**src/rtl/lbs_pkg.sv**
```systemverilog
package lbs_pkg;

    typedef enum logic [2:0] {
        SM_PASS   = 3'd0,
        SM_HDEC   = 3'd1,
        SM_VDEC   = 3'd2,
        SM_BLOCK  = 3'd3,
        SM_MOSAIC = 3'd4
    } scale_mode_e;

    typedef enum logic [1:0] {
        ST_IDLE   = 2'd0,
        ST_ACTIVE = 2'd1,
        ST_BLANK  = 2'd2
    } line_state_e;

    // Per-line decision, fixed at the line start
    typedef struct packed {
        logic wr_line;   // this line is stored
        logic rd_line;   // this line is fetched
        logic hide;      // output disabled for this line
        logic hdec;      // keep only one word in n
    } line_plan_t;

    function automatic scale_mode_e decode_mode(input logic [2:0] code);
        scale_mode_e m;
        unique case (code)
            3'd1:    m = SM_HDEC;
            3'd2:    m = SM_VDEC;
            3'd3:    m = SM_BLOCK;
            3'd4:    m = SM_MOSAIC;
            default: m = SM_PASS;
        endcase
        return m;
    endfunction

endpackage

```
**src/rtl/lbs_line_tracker.sv**
```systemverilog
module lbs_line_tracker
    import lbs_pkg::*;
#(
    parameter int NF_W = 3
) (
    input  logic            clk,
    input  logic            rst_n,
    input  logic            line_start_i,
    input  logic [2:0]      mode_i,
    input  logic [NF_W-1:0] factor_i,
    output logic [NF_W-1:0] n_o,
    output logic [NF_W-1:0] phase_o,
    output line_plan_t      plan_o
);

    localparam logic [NF_W-1:0] N_ONE  = NF_W'(1);
    localparam logic [NF_W:0]   ONE_XW = (NF_W+1)'(1);

    logic            seen_q;
    logic [NF_W-1:0] phase_q, phase_nxt;
    logic [NF_W-1:0] n_q, n_eff;
    line_plan_t      plan_q, plan_nxt;
    logic            keep_line;
    scale_mode_e     mode_dec;

    assign n_eff    = (factor_i == '0) ? N_ONE : factor_i;
    assign mode_dec = decode_mode(mode_i);

    always_comb begin
        if (!seen_q) begin
            phase_nxt = '0;
        end else if (({1'b0, phase_q} + ONE_XW) >= {1'b0, n_eff}) begin
            phase_nxt = '0;
        end else begin
            phase_nxt = phase_q + N_ONE;
        end
    end

    assign keep_line = (phase_nxt == '0);

    always_comb begin
        plan_nxt = '{wr_line: 1'b1, rd_line: 1'b1, hide: 1'b0, hdec: 1'b0};
        unique case (mode_dec)
            SM_PASS: ;
            SM_HDEC: plan_nxt.hdec = 1'b1;
            SM_VDEC: begin
                plan_nxt.wr_line = keep_line;
                plan_nxt.rd_line = keep_line;
                plan_nxt.hide    = !keep_line;
            end
            SM_BLOCK: begin
                plan_nxt.wr_line = keep_line;
                plan_nxt.rd_line = keep_line;
                plan_nxt.hide    = !keep_line;
                plan_nxt.hdec    = 1'b1;
            end
            SM_MOSAIC: begin
                plan_nxt.wr_line = keep_line;
                plan_nxt.hdec    = 1'b1;
            end
            default: ;
        endcase
    end

    always_ff @(posedge clk or negedge rst_n) begin
        if (!rst_n) begin
            seen_q  <= 1'b0;
            phase_q <= '0;
            n_q     <= N_ONE;
            plan_q  <= '{wr_line: 1'b0, rd_line: 1'b0, hide: 1'b0, hdec: 1'b0};
        end else if (line_start_i) begin
            seen_q  <= 1'b1;
            phase_q <= phase_nxt;
            n_q     <= n_eff;
            plan_q  <= plan_nxt;
        end
    end

    assign n_o     = n_q;
    assign phase_o = phase_q;
    assign plan_o  = plan_q;


    phase_range_chk: assert property (@(posedge clk) disable iff (!rst_n)
        phase_q < n_q);


    factor_nonzero_chk: assert property (@(posedge clk) disable iff (!rst_n)
        n_q != '0);


    plan_hold_chk: assert property (@(posedge clk) disable iff (!rst_n)
        !line_start_i |=> $stable(plan_q) && $stable(n_q));

endmodule

```
**src/rtl/lbs_pixel_fsm.sv**
```systemverilog
module lbs_pixel_fsm
    import lbs_pkg::*;
#(
    parameter int PIX_W = 13,
    parameter int NF_W  = 3
) (
    input  logic             clk,
    input  logic             rst_n,
    input  logic             line_start_i,
    input  logic [PIX_W-1:0] len_i,
    input  logic [NF_W-1:0]  n_i,
    output line_state_e      state_o,
    output logic [PIX_W-1:0] pix_o,
    output logic [NF_W-1:0]  hphase_o
);

    localparam logic [PIX_W:0]   ONE_XP = (PIX_W+1)'(1);
    localparam logic [PIX_W-1:0] P_ONE  = PIX_W'(1);
    localparam logic [NF_W:0]    ONE_XF = (NF_W+1)'(1);
    localparam logic [NF_W-1:0]  F_ONE  = NF_W'(1);

    line_state_e      state_q, state_nxt;
    logic [PIX_W-1:0] pix_q, len_q;
    logic [NF_W-1:0]  hph_q;
    logic             last_word;

    assign last_word = ({1'b0, pix_q} + ONE_XP) >= {1'b0, len_q};

    // State register
    always_ff @(posedge clk or negedge rst_n) begin
        if (!rst_n) begin
            state_q <= ST_IDLE;
        end else begin
            state_q <= state_nxt;
        end
    end

    // Next-state logic
    always_comb begin
        state_nxt = state_q;
        unique case (state_q)
            ST_IDLE:   if (line_start_i) state_nxt = ST_ACTIVE;
            ST_ACTIVE: begin
                if (line_start_i)   state_nxt = ST_ACTIVE;
                else if (last_word) state_nxt = ST_BLANK;
                else                state_nxt = ST_ACTIVE;
            end
            ST_BLANK:  if (line_start_i) state_nxt = ST_ACTIVE;
            default:   state_nxt = ST_IDLE;
        endcase
    end

    // Word and horizontal phase counters
    always_ff @(posedge clk or negedge rst_n) begin
        if (!rst_n) begin
            pix_q <= '0;
            hph_q <= '0;
            len_q <= P_ONE;
        end else if (line_start_i) begin
            pix_q <= '0;
            hph_q <= '0;
            len_q <= len_i;
        end else if (state_q == ST_ACTIVE && !last_word) begin
            pix_q <= pix_q + P_ONE;
            if (({1'b0, hph_q} + ONE_XF) >= {1'b0, n_i}) begin
                hph_q <= '0;
            end else begin
                hph_q <= hph_q + F_ONE;
            end
        end
    end

    // Outputs
    always_comb begin
        state_o  = state_q;
        pix_o    = pix_q;
        hphase_o = hph_q;
    end


    restart_chk: assert property (@(posedge clk) disable iff (!rst_n)
        line_start_i |=> (state_q == ST_ACTIVE) && (pix_q == '0) && (hph_q == '0));


    word_step_chk: assert property (@(posedge clk) disable iff (!rst_n)
        (state_q == ST_ACTIVE && !line_start_i && !last_word)
            |=> pix_q == $past(pix_q) + P_ONE);


    blank_hold_chk: assert property (@(posedge clk) disable iff (!rst_n)
        (state_q == ST_BLANK && !line_start_i) |=> state_q == ST_BLANK);


    hphase_range_chk: assert property (@(posedge clk) disable iff (!rst_n)
        hph_q < n_i);

endmodule

```
**src/rtl/lbs_strobe_gen.sv**
```systemverilog
module lbs_strobe_gen
    import lbs_pkg::*;
#(
    parameter int PIX_W = 13,
    parameter int NF_W  = 3
) (
    input  logic             clk,
    input  logic             rst_n,
    input  logic             line_start_i,
    input  line_state_e      state_i,
    input  logic [PIX_W-1:0] pix_i,
    input  logic [NF_W-1:0]  hphase_i,
    input  line_plan_t       plan_i,
    output logic             wr_en_o,
    output logic             rd_en_o,
    output logic             rst_wr_o,
    output logic             rst_rd_o,
    output logic             out_en_o
);

    logic active, word_kept, first_word;

    always_comb begin
        active     = (state_i == ST_ACTIVE);
        word_kept  = !plan_i.hdec || (hphase_i == '0);
        first_word = active && (pix_i == '0);
        wr_en_o    = active && plan_i.wr_line && word_kept;
        rd_en_o    = active && plan_i.rd_line && word_kept;
        rst_wr_o   = first_word && plan_i.wr_line;
        rst_rd_o   = first_word && plan_i.rd_line;
        out_en_o   = !plan_i.hide;
    end


    rst_wr_pulse_chk: assert property (@(posedge clk) disable iff (!rst_n)
        (rst_wr_o && !line_start_i) |=> !rst_wr_o);


    rst_rd_pulse_chk: assert property (@(posedge clk) disable iff (!rst_n)
        (rst_rd_o && !line_start_i) |=> !rst_rd_o);


    rst_wr_with_en_chk: assert property (@(posedge clk) disable iff (!rst_n)
        rst_wr_o |-> wr_en_o);


    rst_rd_with_en_chk: assert property (@(posedge clk) disable iff (!rst_n)
        rst_rd_o |-> rd_en_o);

endmodule

```
**src/rtl/lbs_scaler_seq.sv**
```systemverilog
module lbs_scaler_seq
    import lbs_pkg::*;
#(
    parameter int PIX_W = 13,
    parameter int NF_W  = 3
) (
    input  logic             clk,
    input  logic             rst_n,
    input  logic             line_start_i,
    input  logic [2:0]       mode_i,
    input  logic [NF_W-1:0]  factor_i,
    input  logic [PIX_W-1:0] len_i,
    output logic             wr_en_o,
    output logic             rd_en_o,
    output logic             rst_wr_o,
    output logic             rst_rd_o,
    output logic             out_en_o
);

    logic [NF_W-1:0]  n_cur;
    logic [NF_W-1:0]  vphase;
    line_plan_t       plan;
    line_state_e      state;
    logic [PIX_W-1:0] pix;
    logic [NF_W-1:0]  hphase;

    lbs_line_tracker #(.NF_W(NF_W)) u_tracker (
        .clk          (clk),
        .rst_n        (rst_n),
        .line_start_i (line_start_i),
        .mode_i       (mode_i),
        .factor_i     (factor_i),
        .n_o          (n_cur),
        .phase_o      (vphase),
        .plan_o       (plan)
    );

    lbs_pixel_fsm #(.PIX_W(PIX_W), .NF_W(NF_W)) u_fsm (
        .clk          (clk),
        .rst_n        (rst_n),
        .line_start_i (line_start_i),
        .len_i        (len_i),
        .n_i          (n_cur),
        .state_o      (state),
        .pix_o        (pix),
        .hphase_o     (hphase)
    );

    lbs_strobe_gen #(.PIX_W(PIX_W), .NF_W(NF_W)) u_strobe (
        .clk          (clk),
        .rst_n        (rst_n),
        .line_start_i (line_start_i),
        .state_i      (state),
        .pix_i        (pix),
        .hphase_i     (hphase),
        .plan_i       (plan),
        .wr_en_o      (wr_en_o),
        .rd_en_o      (rd_en_o),
        .rst_wr_o     (rst_wr_o),
        .rst_rd_o     (rst_rd_o),
        .out_en_o     (out_en_o)
    );


    no_read_hidden_chk: assert property (@(posedge clk) disable iff (!rst_n)
        !out_en_o |-> !rd_en_o);


    idle_quiet_chk: assert property (@(posedge clk) disable iff (!rst_n)
        (state == ST_IDLE) |-> !wr_en_o && !rd_en_o && out_en_o);


    vphase_bound_chk: assert property (@(posedge clk) disable iff (!rst_n)
        vphase < n_cur);

endmodule

```
**config.mk**
```make
export PLATFORM = sky130hd
export DESIGN_NAME = lbs_scaler_seq
export DESIGN_NICKNAME = d
export VERILOG_FILES = /design/src/rtl/lbs_pkg.sv /design/src/rtl/lbs_line_tracker.sv /design/src/rtl/lbs_pixel_fsm.sv /design/src/rtl/lbs_strobe_gen.sv /design/src/rtl/lbs_scaler_seq.sv
export SDC_FILE = /design/constraint.sdc
export NUM_CORES = 1
export LEC_CHECK = 0
export ABC_AREA = 0
export BUFFER_PORTS_ARGS = -buffer_cell sky130_fd_sc_hd__buf_2
export CORE_MARGIN = 2
export CORE_UTILIZATION = 59
export CTS_CLUSTER_SIZE = 25
export DETAILED_ROUTE_END_ITERATION = 10
export PLACE_DENSITY_LB_ADDON = 0.12
export SLEW_MARGIN = 40
export SYNTH_ARGS = -nofsm -noshare
export SYNTH_HDL_FRONTEND = slang
export SYNTH_HIERARCHICAL = 1
export SYNTH_SLANG_ARGS = --single-unit
```
**constraint.sdc**
```tcl
create_clock -name clk -period 3.8 [get_ports clk]
set_input_delay 0.38 -clock clk [delete_from_list [all_inputs] [get_ports clk]]
set_output_delay 0.38 -clock clk [all_outputs]
set_load 0.02 [all_outputs]
```
Word level (Yosys, flattened, before mapping) --
Cells that the tools add are included.
Storage, ports and cells: register bits after elaboration 42, input port bits 22, output and inout port bits 5, word-level logic and storage cells 70
Cells by class: add/sub/neg operators 6, order comparisons 3, equal/unequal tests 11, mux-type cells 16, reductions and logical operators 23
Operator list (count):
- 2-to-1 mux 13 bit | 2
- 2-to-1 mux 3 bit | 6
- adder 13 x 1 -> 14 bit, second input constant | 1
- >= comparator 14 x 13 -> 1 bit | 1
- adder 13 x 1 -> 13 bit, second input constant | 1
- logical NOT 13 bit | 1
- == test 3 x 2 -> 1 bit, second input constant | 4
- one-hot mux 3 bit (4 select lines) | 1
- logical NOT 3 bit | 3
- adder 3 x 1 -> 4 bit, second input constant | 2
- >= comparator 4 x 3 -> 1 bit | 2
- logical AND 1 bit | 8
- 2-to-1 mux 2 bit | 4
- adder 3 x 1 -> 3 bit, second input constant | 2
- == test 3 x 1 -> 1 bit, second input constant | 2
- == test 3 bit, second input constant | 2
- OR reduction 3 bit | 2
- logical NOT 1 bit | 4
- one-hot mux 2 bit (2 select lines) | 1
- OR reduction 2 bit | 2
- == test 2 x 1 -> 1 bit, second input constant | 1
- == test 2 bit, second input constant | 1
- logical NOT 2 bit | 1
- 2-to-1 mux 1 bit | 2
- other kinds (3) | 3

Depth between registers and ports, before layout --
Gate-level depths: netlist (run 1).
depth in word-level cells 8, gate-level depth with buffers 14, depth with buffers taken out 12

Cells and area by module --
The synthesis (run 1) kept the hierarchy.
By module, submodules not included:
- lbs_pixel_fsm | times used 1, cells an instance 212, area each 2004.4 sq um, sequential area each 777.0 sq um
- lbs_line_tracker | times used 1, cells an instance 51, area each 566.8 sq um, sequential area each 276.5 sq um
- lbs_strobe_gen | times used 1, cells an instance 12, area each 107.6 sq um, sequential area each 0.0 sq um

Worst setup path after synthesis (run 1) --
OpenSTA, ideal clock, no wires.
path type flip-flop to flip-flop, from register u_fsm.pix_q[0] (netlist: u_fsm/pix_o[0]), to register u_fsm.hph_q[0] (netlist: u_fsm/hphase_o[0]), library setup time 0.128 ns, arrival 3.048 ns, data required time 3.672 ns, setup slack 0.625 ns, cell stages (with the launch flop) 14, buffers on the path 1, period minus slack after synthesis 3.175 ns, path through dfrtp_1 > ha_1 > and3_1 > clkbuf_1 > and3_1 > nand3_1 > nor2_1 > xor2_1 > ha_1 > nand3_1 > nor3_2 > a21oi_4 > nor2_2 > mux2_1
On the way: word-level cells in the longest chain between the ends 5
Ends and longest elaborated chain:
- start, declared | line lbs_pixel_fsm.sv:23 | logic [PIX_W-1:0] pix_q, len_q;
- start signal, assigned | line lbs_pixel_fsm.sv:64 | pix_q <= pix_q + P_ONE;
- adder 13 x 1 -> 14 bit | line lbs_pixel_fsm.sv:27 | assign last_word = ({1'b0, pix_q} + ONE_XP) >= {1'b0, len_q};
- >= comparator 14 x 13 -> 1 bit | line lbs_pixel_fsm.sv:27
- logical NOT 1 bit | line lbs_pixel_fsm.sv:63 | end else if (state_q == ST_ACTIVE && !last_word) begin
- logical AND 1 bit | line lbs_pixel_fsm.sv:63
- nonzero test 2 bit (no line)
- end signal, assigned | line lbs_pixel_fsm.sv:68 | hph_q <= hph_q + F_ONE;
- end, declared | line lbs_pixel_fsm.sv:24 | logic [NF_W-1:0] hph_q;
No other way between the ends. A chain may end at the register's enable or synchronous reset.

Worst setup path after layout (run 1) --
from register u_fsm.pix_q[0] (netlist: u_fsm/pix_o[0]), to register u_fsm.pix_q[9] (netlist: u_fsm/pix_o[9])
On the way: word-level cells in the longest chain between the ends 5, elaborated cells on any way between the ends 8, those cells by class add/sub (2); order compare (1); mux (2); reduce/logical (3)
Ends and longest elaborated chain (line):
- adder 13 x 1 -> 14 bit | lbs_pixel_fsm.sv:27
- >= comparator 14 x 13 -> 1 bit | lbs_pixel_fsm.sv:27
- logical NOT 1 bit | lbs_pixel_fsm.sv:63
- logical AND 1 bit | lbs_pixel_fsm.sv:63
- nonzero test 2 bit (no line)
Several ways; a longest one is shown, not always the timed one. The select of a mux whose other input is x is not followed.

==> results of run 1 <==
how the worst min path moves through the flow:
| stage | endpoint |
|---|---|
| 5_1_grt | u_fsm/len_q[8]$_DFFE_PN0P_ |
| 2_1_floorplan | u_fsm/hphase_o[0]$_DFFE_PN0P_ |
| 3_5_place_dp | u_fsm/len_q[3]$_DFFE_PN0P_ |
| 6_report | u_fsm/len_q[7]$_DFFE_PN0P_ |
| 3_3_place_gp | u_tracker/seen_q$_DFFE_PN0P_ |
| 4_1_cts | u_fsm/len_q[7]$_DFFE_PN0P_ |
registers in the layout, summed over array words and instances (netlist names):
name	cells
u_tracker/n_o	3
u_tracker/seen_q	1
u_tracker/phase_o	3
u_fsm/state_o	2
u_tracker/plan_o	4
u_fsm/hphase_o	3
u_fsm/pix_o	13
u_fsm/len_q	13
worst register-to-register path: cells and delay by family, from the launching register on:
| kind | cells | cell delay, ps |
|---|---|---|
| multiplexers | 1 | 300 |
| AND/OR/NAND/NOR | 6 | 1350 |
| adder cells (fa/ha/maj) | 2 | 500 |
| flip-flops | 1 | 460 |
| XOR/XNOR | 1 | 180 |
| AO/OA/AOI/OAI | 2 | 700 |
layout make-up:
type	instances	area [um2]
sequential	42	1050
clock inverter	1	5.00
clock buffer	7	86.3
multi-input combinational	201	1490
fill	379	1430
inverter	23	86.3
tap	52	65.1
timing repair buffer	27	140
cell families after synthesis:
family                   share of synthesized area
AND/OR/NAND/NOR                              0.200
multiplexers                                0.0392
XOR/XNOR                                    0.0589
adder cells (fa/ha/maj)                      0.103
buffers and inverters                       0.0504
AO/OA/AOI/OAI                                0.155
flip-flops                                   0.393
synthesized netlist by cell type (6+ instances only):
library cell,number,area (um2)
a21oi_1,17,85.1
nand2_1,20,75.1
o21ai_0,15,75.1
ha_1,22,275
and3_1,7,43.8
dfrtp_1,40,1000
nand2b_1,9,56.3
xnor2_1,10,87.6
nor2_1,20,75.1
nand3_1,6,30.0
xor2_1,8,70.1
clkbuf_1,6,22.5
inv_1,23,86.3
metal layers:
layer | GRT usage | vias up | part of all wire | wire, um
li1 | - | 1015 | - | -
met5 | 0 | - | 0 | 0
met1 | 0.283 | 902 | 0.47 | 2310
met3 | 0.0450 | 8 | 0.038 | 186
met2 | 0.336 | 37 | 0.47 | 2300
met4 | 0.0671 | 0 | 0.013 | 65
power by group:
part	leakage [nW]	switching (mW)	internal, mW
Combinational	0.879	0.218	0.181
Clock	0.0482	0.150	0.147
Sequential	0.524	0.0497	0.504
per-stage QoR:
| stage | instance area, um2 | hold slack [ps] |
|---|---|---|
| floorplan | 2680 | 84.4 |
| global placement | 2830 | 448 |
| detailed placement | 2840 | 401 |
| CTS | 2930 | 75.2 |
| global route | 2930 | 97.2 |
| finish | 2930 | 57.0 |
==> results.py, run 1 <==
metrics = {
    "sta": {
        "hold_viol_final": 0,
        "slew_viol_final": 0,
        "max_slew.worst_pin.slew_ps": 622,
        "slew_headroom": 0.583,
        "fin_crit_sh": 0.947,
        "period_minus_slack_ps": 3600,
        "fin_worst_skew_ps": 7.36,
        "fmax_ghz": 0.278,
        "finalSetupTns_ps": 0,
        "rsz0062_at_grt": "false",
        "finalSetupViolCount": 0,
        "finalWorstSetupSlack_ps": 202,
    },
    "logic_synthesis": {
        "async_flop_share": 1.00,
        "seq_area_frac_synth": 0.393,
        "synth_area_per_cell_um2": 9.74,
        "synth_nets": 319,
        "synthesis.area_um2": 2680,
        "synthFlopType": "dfrtp_1",
        "ys_warn_count": 6,
        "synth_edf_count": 0,
        "ys_types": 54,
        "netlist_instances": 275,
        "ys_ff_latch": 42,
    },
    "floorplan": {
        "die_area_um2": 5100,
        "core_um2": 4350,
        "fp-row-count": 24,
        "start_util": 0.615,
        "fp.dieH_um": 71.4,
        "ioPinCount": 27,
        "die_w_um": 71.4,
    },
    "grt": {
        "grt_antenna_before_repair": 0,
        "grt_first_pass_wirelength_um": 8380,
        "grt_start_max_net_pins": 43,
        "grt_usage": 0.209,
        "grt_pass1_vias": 1845,
        "gr-total-overflow": 0,
    },
    "route": {
        "first_pass_iters": 4,
        "viasPerCell": 5.56,
        "drcViolationCount": 0,
        "ant_nets": 0,
        "drt-total-wl_um": 4860,
        "drt-initial-drc-count": 106,
        "routedWlPerCell_um": 13.8,
        "dr_total_vias": 1962,
    },
    "finish": {
        "stdcell_count": 353,
        "area_delta_synth_final_pct": 9.25,
        "n_antenna_cell": 0,
        "final_cell_mix": "dfrtp_1 (40), buf_2 (25), inv_1 (23), ha_1 (22)",
        "finalNetCount": 344,
        "final_common_cell": "dfrtp_1",
        "drive_gt1_frac": 0.193,
        "final_util": 0.672,
    },
    "placed_design": {
        "globalplace.congestion": 0.876,
        "placedCellCount": 345,
        "portBuffers": 26,
        "hpwl_um": 3610,
        "preCtsSetupSlack_ps": 237,
    },
    "pwr": {
        "ir_worst_vdd_mv": 0.259,
        "powerDensity_nw_per_um2": 427,
        "total_power_mw": 1.25,
        "power.leakage_nw": 1.45,
    },
    "clock_tree": {
        "cts_made_buffers": 5,
        "h-tree-depth": 2,
        "clk_pin_slew_ps": 80,
        "cts_tree": "done",
        "cts.path.max_buffers": 2,
        "postCtsSetupBuffers": 0,
        "root_buffer": "clkbuf_8",
        "worstSkewPairLatency_ps": 300,
        "hold_buffers": 0,
        "cts.repair.resized": 0,
        "numClockSinks": 42,
    },
    "run_status": {
        "status": "finished clean",
    },
    "critical_path": {
        "worstReg2RegStart": "u_fsm/pix_o[0]$_DFFE_PN0P_",
        "cp_top_family": "simple AND/OR/NAND/NOR gates",
        "critPathRequiredTime_ps": 3990,
        "critPathMaxFanout": 16,
        "cp_cell_sequence": "ha_1 -> and3_1 -> and3_1 -> nand3_1 -> nor2_1 -> xor2_1 -> ha_1 -> nand3_1 -> o2111ai_2 -> a21oi_4 -> nor2b_4 -> mux2_4",
        "critPathKind": "reg2reg",
        "crit_start": "u_fsm/pix_o[0]$_DFFE_PN0P_",
        "end_kind": "flip-flop",
        "worst_r2r_endpoint": "u_fsm/pix_o[9]$_DFFE_PN0P_",
        "critical_path_cell_count": 12,
        "arrival_ps": 3790,
        "start_kind": "flip-flop",
        "r2r_slack_ps": 200,
        "cp.buffers_inverters": 0,
        "slowest_stage": "dfrtp_1",
        "crit_path_max_incr_delay_ps": 460,
        "cp-endpoint": "u_fsm/pix_o[9]$_DFFE_PN0P_",
        "reg2regPathDepth": 12,
    },
    "job": {
        "maxCapViolCount": 0,
    },
    "min_path": {
        "hold_class": "in2async",
    },
}
Note: power is estimated with default switching activity, not from simulation.
==> run 2: changes to the inputs <==
--- a/config.mk
+++ b/config.mk
@@ -8,7 +8,8 @@
 export ABC_AREA = 0
 export BUFFER_PORTS_ARGS = -buffer_cell sky130_fd_sc_hd__buf_2
 export CORE_MARGIN = 2
-export CORE_UTILIZATION = 59
+export CORE_UTILIZATION = 61
+export CTS_BUF_LIST = sky130_fd_sc_hd__clkbuf_2 sky130_fd_sc_hd__clkbuf_4 sky130_fd_sc_hd__clkbuf_8
 export CTS_CLUSTER_SIZE = 25
 export DETAILED_ROUTE_END_ITERATION = 10
 export PLACE_DENSITY_LB_ADDON = 0.12
==> run 2 against run 1 <==
Net effect: routed wire length increased by 4.5%; register-to-register slack improved by 60 ps; clock-buffer cell count decreased by 1; clock skew increased by 3.5 ps; utilization increased by 1.8 points; combinational power increased by 3%; via count increased by 3.6%; hold slack got worse by 7.0 ps; die area decreased by 3.1%; global-route usage increased by 1.6 points; worst setup slack improved by 64 ps; critical path type unchanged.
==> results.py, run 2 (synthesis results as in run 1) <==
metrics = {
    "sta": {
        "finalSetupTns_ps": 0,
        "hold_viol_final": 0,
        "fmax_ghz": 0.283,
        "fin_worst_skew_ps": 10.9,
        "finalSetupViolCount": 0,
        "slew_headroom": 0.569,
        "finalWorstSetupSlack_ps": 266,
        "max_slew.worst_pin.slew_ps": 644,
        "slew_viol_final": 0,
        "fin_crit_sh": 0.930,
        "period_minus_slack_ps": 3530,
    },
    "critical_path": {
        "arrival_ps": 3730,
        "crit_path_max_incr_delay_ps": 470,
        "end_kind": "flip-flop",
        "slowest_stage": "nor3_2",
        "critPathKind": "reg2reg",
        "start_kind": "flip-flop",
        "critPathRequiredTime_ps": 3990,
        "cp_cell_sequence": "ha_1 -> and3_1 -> and3_1 -> nand3_1 -> nor2_1 -> xor2_1 -> ha_1 -> nand3_1 -> nor3_2 -> a21oi_4 -> nor2_2 -> mux2_1",
        "critPathMaxFanout": 12,
    },
    "clock_tree": {
        "root_buffer": "clkbuf_8",
        "h-tree-depth": 2,
        "cts_made_buffers": 5,
        "numClockSinks": 42,
        "cts.repair.resized": 0,
        "clk_pin_slew_ps": 80,
        "cts.path.max_buffers": 2,
        "worstSkewPairLatency_ps": 300,
        "cts_tree": "done",
    },
    "placed_design": {
        "portBuffers": 26,
        "globalplace.congestion": 0.852,
        "preCtsSetupSlack_ps": 211,
        "hpwl_um": 3640,
    },
    "floorplan": {
        "fp.dieH_um": 70.3,
        "start_util": 0.624,
        "die_w_um": 70.3,
        "ioPinCount": 27,
        "core_um2": 4290,
        "die_area_um2": 4940,
        "fp-row-count": 24,
    },
    "route": {
        "drt-initial-drc-count": 111,
        "routedWlPerCell_um": 14.3,
        "drt-total-wl_um": 5080,
        "drcViolationCount": 0,
        "ant_nets": 0,
        "viasPerCell": 5.73,
        "first_pass_iters": 4,
        "dr_total_vias": 2033,
    },
    "finish": {
        "area_delta_synth_final_pct": 10.6,
        "finalNetCount": 346,
        "final_cell_mix": "dfrtp_1 (40), buf_2 (25), inv_1 (23), ha_1 (22)",
        "n_antenna_cell": 0,
        "final_common_cell": "dfrtp_1",
        "drive_gt1_frac": 0.201,
    },
    "pwr": {
        "ir_worst_vdd_mv": 0.386,
        "powerDensity_nw_per_um2": 448,
        "power.leakage_nw": 1.47,
    },
    "grt": {
        "grt_first_pass_wirelength_um": 8900,
        "gr-total-overflow": 0,
        "grt_usage": 0.224,
        "grt_antenna_before_repair": 0,
        "grt_start_max_net_pins": 44,
        "grt_pass1_vias": 1934,
    },
    "job": {
        "maxCapViolCount": 0,
    },
    "run_status": {
        "status": "finished clean",
    },
    "min_path": {
        "hold_class": "in2async",
    },
}
-- run 2: per-stage QoR --
stage          cells  area [um2]  hold slack [ps]  power [mW]  utilization
6_report         355        2960             49.9        1.33        0.690
2_1_floorplan    275        2680             84.4       0.855            -
5_1_grt          355        2960             84.6        1.42        0.690
3_3_place_gp     345        2830              464       0.959        0.660
4_1_cts          353        2950             68.7        1.34        0.687
3_5_place_dp     345        2840              401       0.973        0.660
-- run 2: area by class of cell --
cell class / count / area [um2]
multi-input combinational: 201 / 1490
fill: 350 / 1330
inverter: 23 / 86.3
clock buffer: 6 / 76.3
sequential: 42 / 1050
clock inverter: 2 / 37.5
timing repair buffer: 29 / 155
tap: 52 / 65.1
-- run 2: per-layer routing --
metal / vias up / wire length (um) / GRT usage
met1: 970 / 2450 / 0.319
met2: 42 / 2330 / 0.343
li1: 1015 / - / -
met3: 6 / 233 / 0.0491
met5: - / 0 / 0
met4: 0 / 70 / 0.0726
-- run 2: path summary, 6_finish.rpt --
check	start	end	slack [ps]	depth (start not counted)
worst max-delay path	u_fsm/pix_o[0]$_DFFE_PN0P_	u_fsm/hphase_o[0]$_DFFE_PN0P_	270	12
worst min-delay path	rst_n	u_fsm/len_q[1]$_DFFE_PN0P_	50	1
worst max register to register	u_fsm/pix_o[0]$_DFFE_PN0P_	u_fsm/hphase_o[0]$_DFFE_PN0P_	270	12
worst min register to register	u_tracker/seen_q$_DFFE_PN0P_	u_tracker/seen_q$_DFFE_PN0P_	480	1
max in group asynchronous	rst_n	u_tracker/n_o[0]$_DFFE_PN1P_	3380	1
min in group clk	len_i[1]	u_fsm/len_q[1]$_DFFE_PN0P_	270	3
-- run 2: power by group --
| group | switching [mW] | total (mW) | internal (mW) | leakage, nW |
|---|---|---|---|---|
| logic | 0.228 | 0.411 | 0.182 | 0.888 |
| registers | 0.0513 | 0.556 | 0.504 | 0.524 |
| clock network | 0.160 | 0.363 | 0.203 | 0.0548 |
-- run 2: timing repair --
action / CTS / global route
endpoints found under the setup margin: 0 / 3
hold buffers: 0 / 0
buffers inserted: 0 / 2
-- run 2: worst max-delay path: cells and delay by family (launching register included) --
| family | cells | cell delay, ps |
|---|---|---|
| multiplexers | 1 | 330 |
| XOR/XNOR | 1 | 110 |
| flip-flops | 1 | 450 |
| AND/OR/NAND/NOR | 7 | 1760 |
| AO/OA/AOI/OAI | 1 | 190 |
| adder cells (fa/ha/maj) | 2 | 560 |
==> run 3: changes to the inputs <==
--- a/config.mk
+++ b/config.mk
@@ -7,8 +7,10 @@
 export LEC_CHECK = 0
 export ABC_AREA = 0
 export BUFFER_PORTS_ARGS = -buffer_cell sky130_fd_sc_hd__buf_2
+export CELL_PAD_IN_SITES_DETAIL_PLACEMENT = 1
+export CELL_PAD_IN_SITES_GLOBAL_PLACEMENT = 1
 export CORE_MARGIN = 2
-export CORE_UTILIZATION = 61
+export CORE_UTILIZATION = 48
 export CTS_BUF_LIST = sky130_fd_sc_hd__clkbuf_2 sky130_fd_sc_hd__clkbuf_4 sky130_fd_sc_hd__clkbuf_8
 export CTS_CLUSTER_SIZE = 25
 export DETAILED_ROUTE_END_ITERATION = 10
==> run 3 against run 2 <==
Net effect: worst setup slack got worse by 6.2 ps; highest routed layer unchanged; design area grew 2.4%; sequential share of layout area is 0.82 points lower; sequential power barely moved; clock skew fell by 7.4 ps; non-clock buffer count increased by 5; largest power group unchanged; flip-flop and latch count unchanged; register-to-register slack is essentially flat.
==> results.py, run 3 (synthesis results as in run 1) <==
metrics = {
    "run_status": {
        "status": "finished clean",
    },
    "grt": {
        "grt_start_max_net_pins": 43,
        "grt_antenna_before_repair": 0,
        "gr-total-overflow": 0,
        "grt_usage": 0.216,
        "grt_pass1_vias": 2208,
        "grt_first_pass_wirelength_um": 10500,
    },
    "finish": {
        "finalNetCount": 351,
        "drive_gt1_frac": 0.214,
        "n_antenna_cell": 0,
        "final_common_cell": "dfrtp_1",
        "final_util": 0.558,
        "final_cell_mix": "dfrtp_1 (40), buf_2 (25), inv_1 (23), ha_1 (22)",
        "area_delta_synth_final_pct": 13.3,
    },
    "critical_path": {
        "worst_r2r_endpoint": "u_fsm/hphase_o[0]$_DFFE_PN0P_",
        "r2r_slack_ps": 260,
        "critPathMaxFanout": 14,
        "start_kind": "flip-flop",
        "cp-endpoint": "u_fsm/hphase_o[0]$_DFFE_PN0P_",
        "worstReg2RegStart": "u_fsm/pix_o[0]$_DFFE_PN0P_",
        "reg2regPathDepth": 13,
        "crit_start": "u_fsm/pix_o[0]$_DFFE_PN0P_",
        "critPathKind": "reg2reg",
        "critPathRequiredTime_ps": 3990,
        "end_kind": "flip-flop",
        "arrival_ps": 3730,
    },
    "route": {
        "drcViolationCount": 0,
        "drt-initial-drc-count": 68,
        "viasPerCell": 5.58,
        "routedWlPerCell_um": 16.1,
        "ant_nets": 0,
        "dr_total_vias": 2122,
        "first_pass_iters": 4,
        "drt-total-wl_um": 6120,
    },
    "sta": {
        "slew_headroom": 0.550,
        "slew_viol_final": 0,
        "fmax_ghz": 0.282,
        "fin_worst_skew_ps": 3.54,
        "max_slew.worst_pin.slew_ps": 672,
        "finalWorstSetupSlack_ps": 260,
        "finalSetupTns_ps": 0,
        "finalSetupViolCount": 0,
        "period_minus_slack_ps": 3540,
        "hold_viol_final": 0,
        "fin_crit_sh": 0.932,
    },
    "placed_design": {
        "preCtsSetupSlack_ps": 139,
        "hpwl_um": 4400,
        "globalplace.congestion": 0.761,
        "portBuffers": 26,
    },
    "pwr": {
        "powerDensity_nw_per_um2": 437,
        "ir_worst_vdd_mv": 0.298,
        "power.leakage_nw": 1.50,
        "total_power_mw": 1.32,
    },
    "clock_tree": {
        "postCtsSetupBuffers": 0,
        "numClockSinks": 42,
        "cts_made_buffers": 5,
        "clk_pin_slew_ps": 80,
        "worstSkewPairLatency_ps": 300,
        "cts_tree": "done",
        "h-tree-depth": 2,
        "cts.path.max_buffers": 2,
        "hold_buffers": 0,
        "cts.repair.resized": 0,
        "root_buffer": "clkbuf_8",
    },
    "job": {
        "maxCapViolCount": 0,
    },
    "floorplan": {
        "ioPinCount": 27,
        "start_util": 0.493,
        "die_w_um": 78.7,
        "die_area_um2": 6190,
        "fp-row-count": 27,
        "fp.dieH_um": 78.7,
        "core_um2": 5440,
    },
    "min_path": {
        "hold_class": "in2async",
    },
}
[run 3: cell count changes in the layout (fill, tap and decap cells not counted)]
cell	delta
buf_12	+1
buf_4	+4
clkbuf_4	-1
clkinv_2	+2
clkinvlp_4	-1
[run 3: power by group]
part	total, mW	internal, mW	switching, mW	leakage, nW
Sequential	0.557	0.504	0.0528	0.524
Clock	0.355	0.194	0.162	0.0579
Combinational	0.412	0.184	0.229	0.917
[run 3: layout make-up]
class	instances	area [um2]
clock inverters	3	40.0
clock buffers	5	68.8
flip-flops and latches	42	1050
repair buffers	34	205
inverters	23	86.3
multi-input cells	201	1490
well taps	72	90.1
fillers	635	2400
[run 3: how the worst min path moves through the flow]
stage                                            start                            end  slack (ps)  depth (start not counted)
after floorplan                                  rst_n  u_fsm/hphase_o[0]$_DFFE_PN0P_          80                          0
after global placement    u_tracker/seen_q$_DFFE_PN0P_   u_tracker/seen_q$_DFFE_PN0P_         450                          1
after detailed placement                         rst_n     u_fsm/len_q[4]$_DFFE_PN0P_         410                          1
after CTS                                        rst_n     u_fsm/pix_o[4]$_DFFE_PN0P_          90                          1
after global routing                             rst_n     u_fsm/len_q[4]$_DFFE_PN0P_         100                          1
final                                            rst_n     u_fsm/len_q[4]$_DFFE_PN0P_          60                          1
[run 3: critical path: stages (launching register included)]
cell	delay, ps
dfrtp_1	470
ha_1	250
and3_1	280
and3_1	280
nand3_1	160
nor2_1	250
xor2_1	110
ha_1	330
nand3_1	160
o2111ai_2	420
a21oi_4	60
buf_12	170
nor2_2	160
mux2_1	330
[run 3: metrics by stage]
stage          hold WS [ps]  area, um2  instances
2_1_floorplan          84.4       2680        275
3_3_place_gp            445       2870        367
3_5_place_dp            409       2880        367
4_1_cts                85.1       2980        375
5_1_grt                96.1       3030        380
6_report               60.7       3030        380
[run 3: routing by layer]
layer	global-route usage	share of wire	up-vias
met5	0	0	-
met4	0.0702	0.018	0
met3	0.0386	0.028	9
met2	0.378	0.51	28
met1	0.268	0.45	1055
li1	-	-	1030
